--- config.mk ---
export PLATFORM = sky130hd
export DESIGN_NAME = sar_ctrl
export DESIGN_NICKNAME = d
export VERILOG_FILES = /design/src/rtl/sar_pkg.sv /design/src/rtl/sar_settle_timer.sv /design/src/rtl/sar_bit_pointer.sv /design/src/rtl/sar_approx_reg.sv /design/src/rtl/sar_ctrl.sv
export SDC_FILE = /design/constraint.sdc
export NUM_CORES = 1
export LEC_CHECK = 0
export ABC_AREA = 1
export BUFFER_PORTS_ARGS = -buffer_cell sky130_fd_sc_hd__buf_2
export CAP_MARGIN = 20
export CORE_UTILIZATION = 30
export DETAILED_ROUTE_END_ITERATION = 16
export REMOVE_ABC_BUFFERS = 1
export SLEW_MARGIN = 10
export SYNTH_ARGS = -nofsm -noshare
export SYNTH_HDL_FRONTEND = slang
export SYNTH_SLANG_ARGS = --single-unit
--- constraint.sdc ---
create_clock -name clk -period 1.05 [get_ports clk]
set_input_delay 0 -clock clk [delete_from_list [all_inputs] [get_ports clk]]
set_output_delay 0 -clock clk [all_outputs]
set_load 0.1 [all_outputs]
--- src/rtl/sar_pkg.sv ---
package sar_pkg;
  typedef enum logic [1:0] {
    ST_IDLE   = 2'd0,
    ST_SETTLE = 2'd1,
    ST_DECIDE = 2'd2,
    ST_WRAP   = 2'd3
  } sar_state_e;
endpackage

--- src/rtl/sar_settle_timer.sv ---
module sar_settle_timer #(
  parameter int SETTLE = 2
) (
  input  logic clk,
  input  logic rst_n,
  input  logic clear,
  input  logic run,
  output logic expired
);
  generate
    if (SETTLE == 0) begin : g_none
      logic unused_tmr;
      assign unused_tmr = ^{clk, rst_n, clear, run};
      assign expired = 1'b1;
    end else begin : g_count
      localparam int CW = (SETTLE > 1) ? $clog2(SETTLE) : 1;
      localparam logic [CW-1:0] LAST = CW'(SETTLE - 1);
      logic [CW-1:0] cnt;

      always_ff @(posedge clk) begin
        if (!rst_n || clear) cnt <= '0;
        else if (run && cnt != LAST) cnt <= cnt + 1'b1;
      end

      assign expired = run && (cnt == LAST);


      settle_bound_chk: assert property (@(posedge clk) disable iff (!rst_n)
        run |-> (cnt <= LAST));

      settle_hold_chk: assert property (@(posedge clk) disable iff (!rst_n)
        (run && !expired && !clear) |=> (cnt != '0));
    end
  endgenerate
endmodule

--- src/rtl/sar_bit_pointer.sv ---
module sar_bit_pointer #(
  parameter int WIDTH = 10
) (
  input  logic             clk,
  input  logic             rst_n,
  input  logic             load,
  input  logic             shift,
  output logic [WIDTH-1:0] ptr,
  output logic             last
);
  localparam logic [WIDTH-1:0] TOP = {1'b1, {(WIDTH-1){1'b0}}};

  always_ff @(posedge clk) begin
    if (!rst_n)     ptr <= '0;
    else if (load)  ptr <= TOP;
    else if (shift) ptr <= ptr >> 1;
  end

  assign last = ptr[0];


  ptr_onehot_chk: assert property (@(posedge clk) disable iff (!rst_n)
    $onehot0(ptr));

  ptr_walk_chk: assert property (@(posedge clk) disable iff (!rst_n)
    (shift && !load && !last) |=> $countones(ptr) == 1);
endmodule

--- src/rtl/sar_approx_reg.sv ---
module sar_approx_reg #(
  parameter int WIDTH = 10
) (
  input  logic             clk,
  input  logic             rst_n,
  input  logic             load,
  input  logic             decide,
  input  logic             cmp,
  input  logic [WIDTH-1:0] ptr,
  output logic [WIDTH-1:0] approx
);
  localparam logic [WIDTH-1:0] TOP = {1'b1, {(WIDTH-1){1'b0}}};

  logic [WIDTH-1:0] kept;
  logic [WIDTH-1:0] hold_mask;

  always_comb begin
    kept      = cmp ? approx : (approx & ~ptr);
    hold_mask = ~((ptr << 1) - 1'b1);
  end

  always_ff @(posedge clk) begin
    if (!rst_n)      approx <= '0;
    else if (load)   approx <= TOP;
    else if (decide) approx <= kept | (ptr >> 1);
  end


  upper_bits_chk: assert property (@(posedge clk) disable iff (!rst_n)
    (decide && !load) |=> ((approx ^ $past(approx)) & $past(hold_mask)) == '0);

  keep_bit_chk: assert property (@(posedge clk) disable iff (!rst_n)
    (decide && !load && cmp) |=> ((approx & $past(ptr)) != '0));

  drop_bit_chk: assert property (@(posedge clk) disable iff (!rst_n)
    (decide && !load && !cmp) |=> ((approx & $past(ptr)) == '0));
endmodule

--- src/rtl/sar_ctrl.sv ---
module sar_ctrl
  import sar_pkg::*;
#(
  parameter int WIDTH  = 10,
  parameter int SETTLE = 2
) (
  input  logic             clk,
  input  logic             rst_n,
  input  logic             start,
  input  logic             cmp_in,
  output logic [WIDTH-1:0] dac_code,
  output logic [WIDTH-1:0] result,
  output logic             busy,
  output logic             done
);
  localparam logic [WIDTH-1:0] TOP = {1'b1, {(WIDTH-1){1'b0}}};

  sar_state_e       state_q, state_d;
  logic             load, decide, expired, ptr_last;
  logic [WIDTH-1:0] ptr, approx;

  assign load   = (state_q == ST_IDLE) && start;
  assign decide = (state_q == ST_DECIDE);

  always_comb begin
    state_d = state_q;
    case (state_q)
      ST_IDLE:   if (start) state_d = (SETTLE == 0) ? ST_DECIDE : ST_SETTLE;
      ST_SETTLE: if (expired) state_d = ST_DECIDE;
      ST_DECIDE: begin
        if (ptr_last)         state_d = ST_WRAP;
        else if (SETTLE == 0) state_d = ST_DECIDE;
        else                  state_d = ST_SETTLE;
      end
      ST_WRAP:   state_d = ST_IDLE;
      default:   state_d = ST_IDLE;
    endcase
  end

  always_ff @(posedge clk) begin
    if (!rst_n) begin
      state_q <= ST_IDLE;
      result  <= '0;
      done    <= 1'b0;
    end else begin
      state_q <= state_d;
      done    <= (state_q == ST_WRAP);
      if (state_q == ST_WRAP) result <= approx;
    end
  end

  sar_settle_timer #(.SETTLE(SETTLE)) u_timer (
    .clk(clk), .rst_n(rst_n), .clear(load | decide),
    .run(state_q == ST_SETTLE), .expired(expired)
  );

  sar_bit_pointer #(.WIDTH(WIDTH)) u_ptr (
    .clk(clk), .rst_n(rst_n), .load(load), .shift(decide),
    .ptr(ptr), .last(ptr_last)
  );

  sar_approx_reg #(.WIDTH(WIDTH)) u_sar (
    .clk(clk), .rst_n(rst_n), .load(load), .decide(decide),
    .cmp(cmp_in), .ptr(ptr), .approx(approx)
  );

  assign dac_code = approx;
  assign busy     = (state_q != ST_IDLE);


  launch_chk: assert property (@(posedge clk) disable iff (!rst_n)
    (start && !busy) |=> (busy && dac_code == TOP));

  done_pulse_chk: assert property (@(posedge clk) disable iff (!rst_n)
    done |=> !done);

  done_idle_chk: assert property (@(posedge clk) disable iff (!rst_n)
    done |-> !busy || $past(done) == 1'b0);

  result_hold_chk: assert property (@(posedge clk) disable iff (!rst_n)
    !done |-> $stable(result));

  busy_keep_chk: assert property (@(posedge clk) disable iff (!rst_n)
    (busy && state_q != ST_WRAP) |=> busy);
endmodule

Yosys cells after proc, flatten, opt, wreduce, memory -nomap -nowiden
Index checks and enable logic that the tools add are counted.

Register bits: 34. Bits in latches: 0. RAM bits: 0. ROM bits: 0. Input port bits: 4. Output and inout bits: 22. Logic and storage cells: 39. Memories kept: 0.

$add $sub $neg: 1. Multiply operators: 0. Divide/modulo/power cells: 0. $lt $le $gt $ge: 0. Equality and inequality tests: 5. Shift operators: 0. Multiplexer cells: 9. Bitwise gates (word level): 6. Reductions and logical operators: 10.

Operators by type and width (number): $mux 10 (5); $and 10x10->10 (1); $not 10->10 (1); $or 10x9->10 (1); $pmux 2 s4 (1); $mux 2 (3); $eq 2x2->1 const B (2); $ne 2x2->1 const B (2); $reduce_bool 2->1 (2); $logic_and 1x1->1 (3); $eq 2x1->1 const B (1); $logic_not 2->1 (1); $not 1->1 (2); $reduce_and 2->1 (1); $reduce_or 2->1 (1); $add 1x1->1 const B (1); $logic_not 1->1 (1); $logic_or 1x1->1 (1); $or 1x1->1 (1).

Longest topological paths before layout
Gate-level depths: netlist (run 1).

Depth after elaboration: 6. Depth in mapped cells: 6. Depth with buffers taken out: 5.

Cells and area by module
From an unflattened synthesis (run 1), not the netlist that was laid out.

Cells, all modules: 174. Area, all modules: 1322.5 um^2.

Modules (own cells, without submodules): sar_ctrl (times used 1, cells an instance 67, area each 496.7 um^2, sequential area each 260.2 um^2); sar_approx_reg (times used 1, cells an instance 55, area each 424.2 um^2, sequential area each 200.2 um^2); sar_bit_pointer (times used 1, cells an instance 45, area each 359.1 um^2, sequential area each 200.2 um^2); sar_settle_timer (times used 1, cells an instance 7, area each 42.5 um^2, sequential area each 20.0 um^2).

Least setup slack after synthesis (run 1)
OpenSTA, ideal clock, no wires.

Path kind: register -> register. Start: register u_sar.approx[0]. End: register result[0]. Setup time: 0.067 ns. Data arrival time: 1.236 ns. Required time: 0.983 ns. Slack: -0.253 ns. Stages on the path, launching flop included: 3. Buffers on the path: 0. Clock period less this slack: 1.303 ns. Path through: dfxtp_1 o21ai_0 nor2_1.

RTL lines: from (decl) (RTL line sar_approx_reg.sv:10) `output logic [WIDTH-1:0] approx`; from (signal assigned) (RTL line sar_approx_reg.sv:25) `else if (decide) approx <= kept | (ptr >> 1);`; to (signal assigned) (RTL line sar_ctrl.sv:48) `if (state_q == ST_WRAP) result <= approx;`; to (decl) (RTL line sar_ctrl.sv:12) `output logic [WIDTH-1:0] result,`.

Worst setup path in the final report (run 1)
Start: register state_q[0]. End: output port busy.

Cells in the longest elaborated chain, start to end: 1.

RTL lines: from (decl) (RTL line sar_ctrl.sv:18) `sar_state_e state_q, state_d;`; from (signal assigned) (RTL line sar_ctrl.sv:46) `state_q <= state_d;`; $reduce_bool 2->1 (RTL line sar_ctrl.sv:68) `assign busy = (state_q != ST_IDLE);`; to (decl) (RTL line sar_ctrl.sv:13) `output logic busy,`.

No other way between the ends.

==> metrics.txt, run 1 <==
worst r2r path cells=6; Via Count=~1100; maximum number of pins on one net before global-route repair=20; I/O Pins=26; critical path class=reg -> out; Cell variety after synth=16; fin crit share=100%; total power=about 0.0035 W; DRC Markers=0; cell count after placement=approximately 220; initial drt markers=52; Req. time, crit path=1050 ps; die area=approximately 4300 um2; hold depth=3; CTS Buf Count=5; Site Rows=22; Slew Limit Fails=0; Pwr per Cell Area=approximately 1800 nW/um2; clock root buffer=clkbuf_8; CP bufs+invs=3; final hold vios=0; YS warnings=0; crit-path max FO=4; path type of the worst min-delay path=in -> reg; R2R Path End=u_sar.approx[1]$_SDFFE_PP0N_; total wire length=2800 um; Worst Tran Pin Value=roughly 480 ps; placed instance area=between 1500 and 2000 um2; Startpoint Class=register; initial antenna violation count=0; NumNets Final=190; Post-CTS Hold Fix Bufs=0; cells along the critical path=inv_2, buf_6, nand2_4, buf_12; CTS tree=yes; CP endpoint kind=primary output; Die Ht=between 60 and 70 um; area grow syn2layout=60.8%; wire per inst=~12 um; Core Area=around 3800 um2; delay-heaviest family, CP=flip-flops; endpoints failing setup=1; WHS Endpoint=state_q[1]$_SDFFE_PN0P_; DRT Pass-1 Iters=4; total clock sinks=34; Mapped Cells=150; WP data arrival=about 1100 ps; Max IR drop VDD=1.32 mV; GRT overflow=0; Port Buf Inserts=25; max-capacitance violation count=0; setup TNS=-4.00 ps; final weighted congestion in routability-driven placement=roughly 0.80; first-pass GRT wire length=around 4700 um; synthesized area=between 1000 and 1500 um2; max incr delay on CP=about 380 ps; Max Buffers Root-to-Sink=2; FF+latch count, synth=34; sequential area share after synthesis=a little under three fifths; Worst path slowest cell=dfxtp_4; Routed Antenna Nets=0; dpl hpwl=1860 um; number of global-route vias before repair=roughly 1000; ANT cells=0; Clock Latency Late Sink=roughly 280 ps; origin of the worst min-delay path=rst_n; R2R Setup Slk=-4 ps; minimum clock period=about 1100 ps; Final Util=about 50%; clk slew on worst S/H paths=about 70 ps; Max-slew headroom=between 60% and 70%; worst setup margin=-4.00 ps; Total GRT Usage=14.5%; violated checks=setup timing; die width=approximately 65 um; leakage=about 0.7 nW; fmax=about 950 MHz; Starting Density=between 30% and 40%; Post-Syn Area per Cell=a little over 8 um2; vias per inst=4.77; fin area=a little under 2000 um2; Non-Filler Instances=between 200 and 250; layout cells sized above 1=between 30% and 40%; RR Startpoint=state_q[0]$_SDFFE_PN0P_; RSZ-0062 raised after global routing=yes; Clock Skew=~6.5 ps; H-tree levels=2; outcome=complete, but fails checks
-- metrics by stage --
| step | worst slack (ps) | hold slack [ps] |
|---|---|---|
| after global placement | -6.04 | 350 |
| after CTS | -0.889 | 68.0 |
| after floorplan | -436 | 124 |
| after global routing | -50.1 | 88.8 |
| final | -4.00 | 64.9 |
| after detailed placement | -37.3 | 358 |
-- worst register-to-register path, cell delays in order (launching register included) --
cell and delay [ps]:
dfxtp_4 380, inv_2 50, buf_6 120, buf_4 150
nand4_1 80, nand2_1 100, a21oi_2 120
-- timing repair --
action / in CTS / in global routing
endpoints found under the setup margin: 32 / 30
setup buffers: 2 / 0
gates cloned: 1 / 0
pin swaps: 0 / 0
gates resized for setup: 11 / 7
-- per-layer routing --
metal / wire length [um] / up-vias / GRT usage, %
met3: 167 / 2 / 4.69
met1: 1300 / 510 / 19.8
met5: 0 / - / 0
li1: - / 574 / -
met2: 1320 / 34 / 21.9
met4: 11 / 0 / 4.08
-- Yosys cell counts --
cell type	instances	area, um2
clkbuf_1	2	7.51
nand3b_1	1	7.51
buf_6	1	11.3
inv_2	2	7.51
o21ai_0	10	50.1
nor2_1	22	82.6
nand2_1	35	131
nand2_2	1	6.26
clkinv_1	2	7.51
a21oi_1	22	110
dfxtp_1	34	681
a31oi_1	1	6.26
nand3_2	1	10.0
inv_1	2	7.51
buf_2	4	20.0
nand4_1	10	62.6
-- worst max-delay path by stage --
stage	startpoint	depth (start not counted)	end
after floorplan	state_q[1]$_SDFFE_PN0P_	5	u_ptr.ptr[0]$_SDFFE_PP0N_
after global placement	state_q[1]$_SDFFE_PN0P_	4	result[5]$_SDFFE_PN0P_
after detailed placement	state_q[1]$_SDFFE_PN0P_	5	u_ptr.ptr[9]$_SDFFE_PN0P_
after CTS	state_q[0]$_SDFFE_PN0P_	4	busy
after global routing	state_q[1]$_SDFFE_PN0P_	5	u_ptr.ptr[1]$_SDFFE_PP0N_
final	state_q[0]$_SDFFE_PN0P_	4	busy
-- layout by cell type, fill, tap and decap left out, types with 2 or more instances in the layout --
cell and count:
nand2_1 34, dfxtp_1 32, nor2_1 21, buf_12 21, a21oi_1 18, nand4_1 10, o21ai_0 10, buf_4 10
clkbuf_8 6, a21oi_2 4, buf_2 4, inv_2 3, nand2_4 2, bufinv_16 2, dfxtp_4 2
-- cells by family (layout without fill, tap and decap cells) --
| logic type | Yosys count | count (layout) | synth area share (%) |
|---|---|---|---|
| and+or+nand+nor | 70 | 70 | 24.8 |
| DFF | 34 | 34 | 56.3 |
| AOI/OAI and AO/OA | 33 | 33 | 13.8 |
| buffers and inverters | 13 | 50 | 5.07 |
-- where the power goes --
| group | leakage (nW) | internal (W) | switching [W] |
|---|---|---|---|
| combinational | 0.367 | 0.000215 | 0.000395 |
| clock | 0.0714 | 0.00101 | 0.000467 |
| sequential | 0.276 | 0.00133 | 0.0000426 |
-- layout make-up --
class	instances	area (um2)
Clock buffer	6	82.6
Clock inverter	2	60.1
Fill cell	334	1830
Inverter	6	23.8
Multi-Input combinational cell	103	502
Sequential cell	34	688
Tap cell	48	60.1
Timing Repair Buffer	36	527
-- sequential cells by signal, summed over array words and instances, names as in the netlist --
signal and count:
done 1, result 10, u_sar.approx 10, u_ptr.ptr 10
state_q 2, u_timer.g_count.cnt 1
Power figures use the tool's default switching activity.
==> run 2: changes to the inputs <==
--- a/config.mk
+++ b/config.mk
@@ -11,2 +11,3 @@
 export CORE_UTILIZATION = 30
+export CTS_CLUSTER_SIZE = 8
 export DETAILED_ROUTE_END_ITERATION = 16
--- a/constraint.sdc
+++ b/constraint.sdc
@@ -3,2 +3,2 @@
 set_output_delay 0 -clock clk [all_outputs]
-set_load 0.1 [all_outputs]
+set_load 0.01 [all_outputs]
==> metrics.txt, run 2 (same netlist as run 1, synthesis figures left out) <==
outcome=finished clean; Starting Density=roughly 32%; die area=4290 um2; Top Registers=result (10), u_ptr.ptr (10), u_sar.approx (10); Worst Tran Pin Value=306 ps; die width=approximately 65 um; Total GRT Usage=14.7%; Clock Skew=~4.2 ps; total wire length=roughly 2800 um; Startpoint Class=register; area grow syn2layout=35.4%; endpoints failing setup=0; I/O Pins=26; Req. time, crit path=about 1100 ps; WP data arrival=around 1000 ps; clk slew on worst S/H paths=roughly 70 ps; NumNets Final=around 190; final weighted congestion in routability-driven placement=~0.81; final hold vios=0; path type of the worst min-delay path=in -> reg; most common cell after layout, fill and taps aside=nand2_1; hold depth=3; worst setup margin=23.3 ps; Pwr per Cell Area=~1700 nW/um2; layout cells sized above 1=between 30% and 40%; Via Count=between 1000 and 1500; RSZ-0062 raised after global routing=yes; CP endpoint kind=primary output; initial drt markers=between 50 and 60; Site Rows=22; Routed Antenna Nets=0; commonest non-fill, non-tap cells in the layout=nand2_1, dfxtp_1, buf_2; Max-slew headroom=approximately 79%; Port Buf Inserts=25; minimum clock period=approximately 1000 ps; R2R Path End=u_sar.approx[3]$_SDFFE_PP0N_; leakage=0.668 nW; clock root buffer=clkbuf_8; Die Ht=between 60 and 70 um; Max IR drop VDD=about 0.84 mV; Core Area=3770 um2; Clock Latency Late Sink=between 200 and 300 ps; WHS Endpoint=result[6]$_SDFFE_PN0P_; DRT Pass-1 Iters=4; H-tree levels=2; wire per inst=11.8 um; placed instance area=between 1000 and 1500 um2; fin area=about 1600 um2; R2R Setup Slk=40 ps; CTS Buf Count=5; GRT overflow=0; Slew Limit Fails=0; dpl hpwl=approximately 1900 um; number of global-route vias before repair=slightly above 1000; crit-path max FO=8; maximum number of pins on one net before global-route repair=20; critical path class=reg -> out; Worst path slowest cell=dfxtp_4; Post-CTS Hold Fix Bufs=0; fmax=approximately 970 MHz; cells along the critical path=inv_4, buf_8, nand2_2, buf_6; ANT cells=0; Max Buffers Root-to-Sink=2; vias per inst=about 4.7; worst slack, placed=-22.5 ps; RR Startpoint=state_q[0]$_SDFFE_PN0P_; crit path from=state_q[0]$_SDFFE_PN0P_; origin of the worst min-delay path=rst_n; worst r2r path cells=6; initial antenna violation count=0; DRC Markers=0; total clock sinks=34; first-pass GRT wire length=around 4700 um; max incr delay on CP=400 ps; fin crit share=between 90% and 100%; max-capacitance violation count=0; CTS tree=yes
==> run 2: power breakdown <==
part | switching (W) | leakage (nW) | internal, W
combinational | 0.000201 | 0.344 | 0.000169
sequential | 0.0000401 | 0.276 | 0.00133
clock | 0.000444 | 0.0482 | 0.000528
==> run 2: per-stage QoR <==
step	setup TNS (ps)	std cells	util, %	hold WS [ps]	power, W
after CTS	-22.0	236	40.9	18.5	0.00266
after global placement	-40.9	227	38.1	314	0.00167
after global routing	-293	238	43.4	64.8	0.00284
after floorplan	-8190	143	-	124	0.00153
final	0	238	43.4	37.7	0.00271
after detailed placement	-199	227	38.1	323	0.00167
==> run 2: how the worst max path moves through the flow <==
stage,endpoint,cells past startpoint
after floorplan,u_ptr.ptr[0]$_SDFFE_PP0N_,5
after global placement,result[3]$_SDFFE_PN0P_,4
after global routing,u_sar.approx[8]$_SDFFE_PP0N_,6
after CTS,busy,4
after detailed placement,u_ptr.ptr[7]$_SDFFE_PP0N_,5
final,busy,4
==> run 2: area by class of cell <==
cell class / instances / area [um2]
flip-flops and latches: 34 / 688
clock inverters: 1 / 5.00
clock buffers: 7 / 86.3
inverters: 6 / 27.5
well taps: 48 / 60.1
multi-input cells: 103 / 505
repair buffers: 39 / 264
fillers: 401 / 2130
==> run 2: critical path, delay by kind of cell (launching register included) <==
family / cells / cell delay, ps
flops: 1 / 400
buf+inv: 3 / 280
simple gates: 1 / 70
==> run 2: metal layers <==
layer,global-route usage [%],routed length [um]
met3,6.42,202
met4,5.43,51
met2,21.1,1270
met5,0,0
met1,19.2,1290
==> run 2: what timing repair did <==
action | 4_1_cts | 5_1_grt
gates resized for setup | 6 | 20
cloned | 1 | 0
buffers inserted | 0 | 2
setup endpoints to repair | 21 | 31
pin swaps | 0 | 1
==> run 3: changes to the inputs <==
CORE_ASPECT_RATIO = 1.75   (was not set)
==> metrics.txt, run 3 (same netlist as run 1, synthesis figures left out) <==
most common cell after layout, fill and taps aside=nand2_1; number of global-route vias before repair=~960; Clock Latency Late Sink=between 200 and 300 ps; Max IR drop VDD=~0.63 mV; Die Ht=roughly 86 um; RR Startpoint=state_q[0]$_SDFFE_PN0P_; dpl hpwl=about 1900 um; Fillers=416; worst slack, placed=-7.71 ps; Max Buffers Root-to-Sink=2; layout cells sized above 1=around 29%; endpoints failing setup=0; maximum number of pins on one net before global-route repair=20; NumNets Final=~190; GRT overflow=0; WP data arrival=around 1000 ps; DRT Pass-1 Iters=4; RSZ-0062 raised after global routing=yes; CP bufs+invs=3; CTS Buf Count=5; Slew Limit Fails=0; max incr delay on CP=roughly 370 ps; Reg area=between 600 and 700 um2; Worst path slowest cell=dfxtp_4; R2R Setup Slk=about 60 ps; Worst Tran Pin Value=around 290 ps; total wire length=around 2600 um; Pwr per Cell Area=1750 nW/um2; Site Rows=30; max-capacitance violation count=0; leakage=approximately 0.64 nW; I/O Pins=26; Crit path depth=4; Non-Filler Instances=about 230; total power=roughly 0.0028 W; crit-path max FO=8; Top Registers=result (10), u_ptr.ptr (10), u_sar.approx (10); end point of the critical path=busy; Via Count=between 1000 and 1500; Total GRT Usage=about 13%; H-tree levels=2; area grow syn2layout=31.9%; ANT cells=0; clk slew on worst S/H paths=~70 ps; Clock Skew=between 2 and 3 ps; path type of the worst min-delay path=in -> reg; crit path from=state_q[0]$_SDFFE_PN0P_; Core Area=3870 um2; wire per inst=roughly 11 um; DRC Markers=0; Port Buf Inserts=25; worst setup margin=approximately 40 ps; CP endpoint kind=primary output; fin crit share=96.1%; initial antenna violation count=0; first-pass GRT wire length=just over 4000 um; Max-slew headroom=roughly 80%; minimum clock period=between 1000 and 1500 ps; commonest non-fill, non-tap cells in the layout=nand2_1, dfxtp_1, buf_2; final hold vios=0; initial drt markers=18; most frequent CP cell=buf_6; die width=between 40 and 50 um; Starting Density=a little under a third; cells along the critical path=inv_2, buf_6, nand2_4, buf_6; CTS tree=yes; cell count after placement=roughly 220; hold depth=3; worst r2r path cells=6; fmax=991 MHz; outcome=finished clean; Startpoint Class=register; area of the multi-input gates=roughly 490 um2; critical path class=reg -> out; Routed Antenna Nets=0; clock root buffer=clkbuf_8; vias per inst=approximately 4.7; Req. time, crit path=1050 ps; total clock sinks=34; delay-heaviest family, CP=flip-flops; final weighted congestion in routability-driven placement=0.731; R2R Path End=u_sar.approx[2]$_SDFFE_PP0N_; die area=4300 um2
## run 3: how the worst min path moves through the flow
stage | start | to | slack, ps
6_report | rst_n | result[5]$_SDFFE_PN0P_ | 90
5_1_grt | rst_n | result[5]$_SDFFE_PN0P_ | 100
4_1_cts | rst_n | state_q[1]$_SDFFE_PN0P_ | 70
3_5_place_dp | rst_n | state_q[1]$_SDFFE_PN0P_ | 370
3_3_place_gp | rst_n | result[2]$_SDFFE_PN0P_ | 370
2_1_floorplan | rst_n | state_q[1]$_SDFFE_PN0P_ | 120
## run 3: cell type report
type | instances | share of cell area, %
Inverter | 6 | 1.41
Clock buffer | 8 | 6.91
Tap cell | 48 | 3.77
Multi-Input combinational cell | 103 | 30.9
Sequential cell | 34 | 43.0
Timing Repair Buffer | 35 | 14.0
## run 3: what timing repair did
action / in CTS / in global routing
hold buffers: 0 / 0
gates cloned: 0 / 1
resized for setup: 2 / 13
setup endpoints to repair: 6 / 24
buffers inserted: 0 / 1
endpoints found under the hold margin: 0 / 0
## run 3: power breakdown
part / internal, W / total (W) / switching, W
Sequential: 0.00133 / 0.00136 / 0.0000299
Combinational: 0.000139 / 0.000326 / 0.000187
Clock: 0.000661 / 0.00109 / 0.000433
## run 3: worst reg2reg max path, delay by kind of cell, from the launching register on
kind                   cells  cell delay [ps]
buffers and inverters      3              320
flip-flops                 1              380
AND/OR/NAND/NOR            2              110
AO/OA/AOI/OAI              1              120
## run 3: stage by stage
step                cell area, um2  hold WS [ps]  TNS [ps]  utilization [%]
global placement              1420           371         0             36.6
detailed placement            1420           367     -7.71             36.6
global route                  1590           102     -52.5             41.2
finish                        1590          86.9         0             41.2
floorplan                     1170           124     -8190                -
CTS                           1530          74.5         0             39.5
## run 3: per-layer routing
| layer | vias to the layer above | global-route usage (%) | wire length (um) |
|---|---|---|---|
| li1 | 573 | - | - |
| met1 | 500 | 13.1 | 1020 |
| met2 | 18 | 22.1 | 1400 |
| met3 | 6 | 2.84 | 72 |
| met4 | 0 | 7.79 | 76 |
| met5 | - | 0 | 0 |
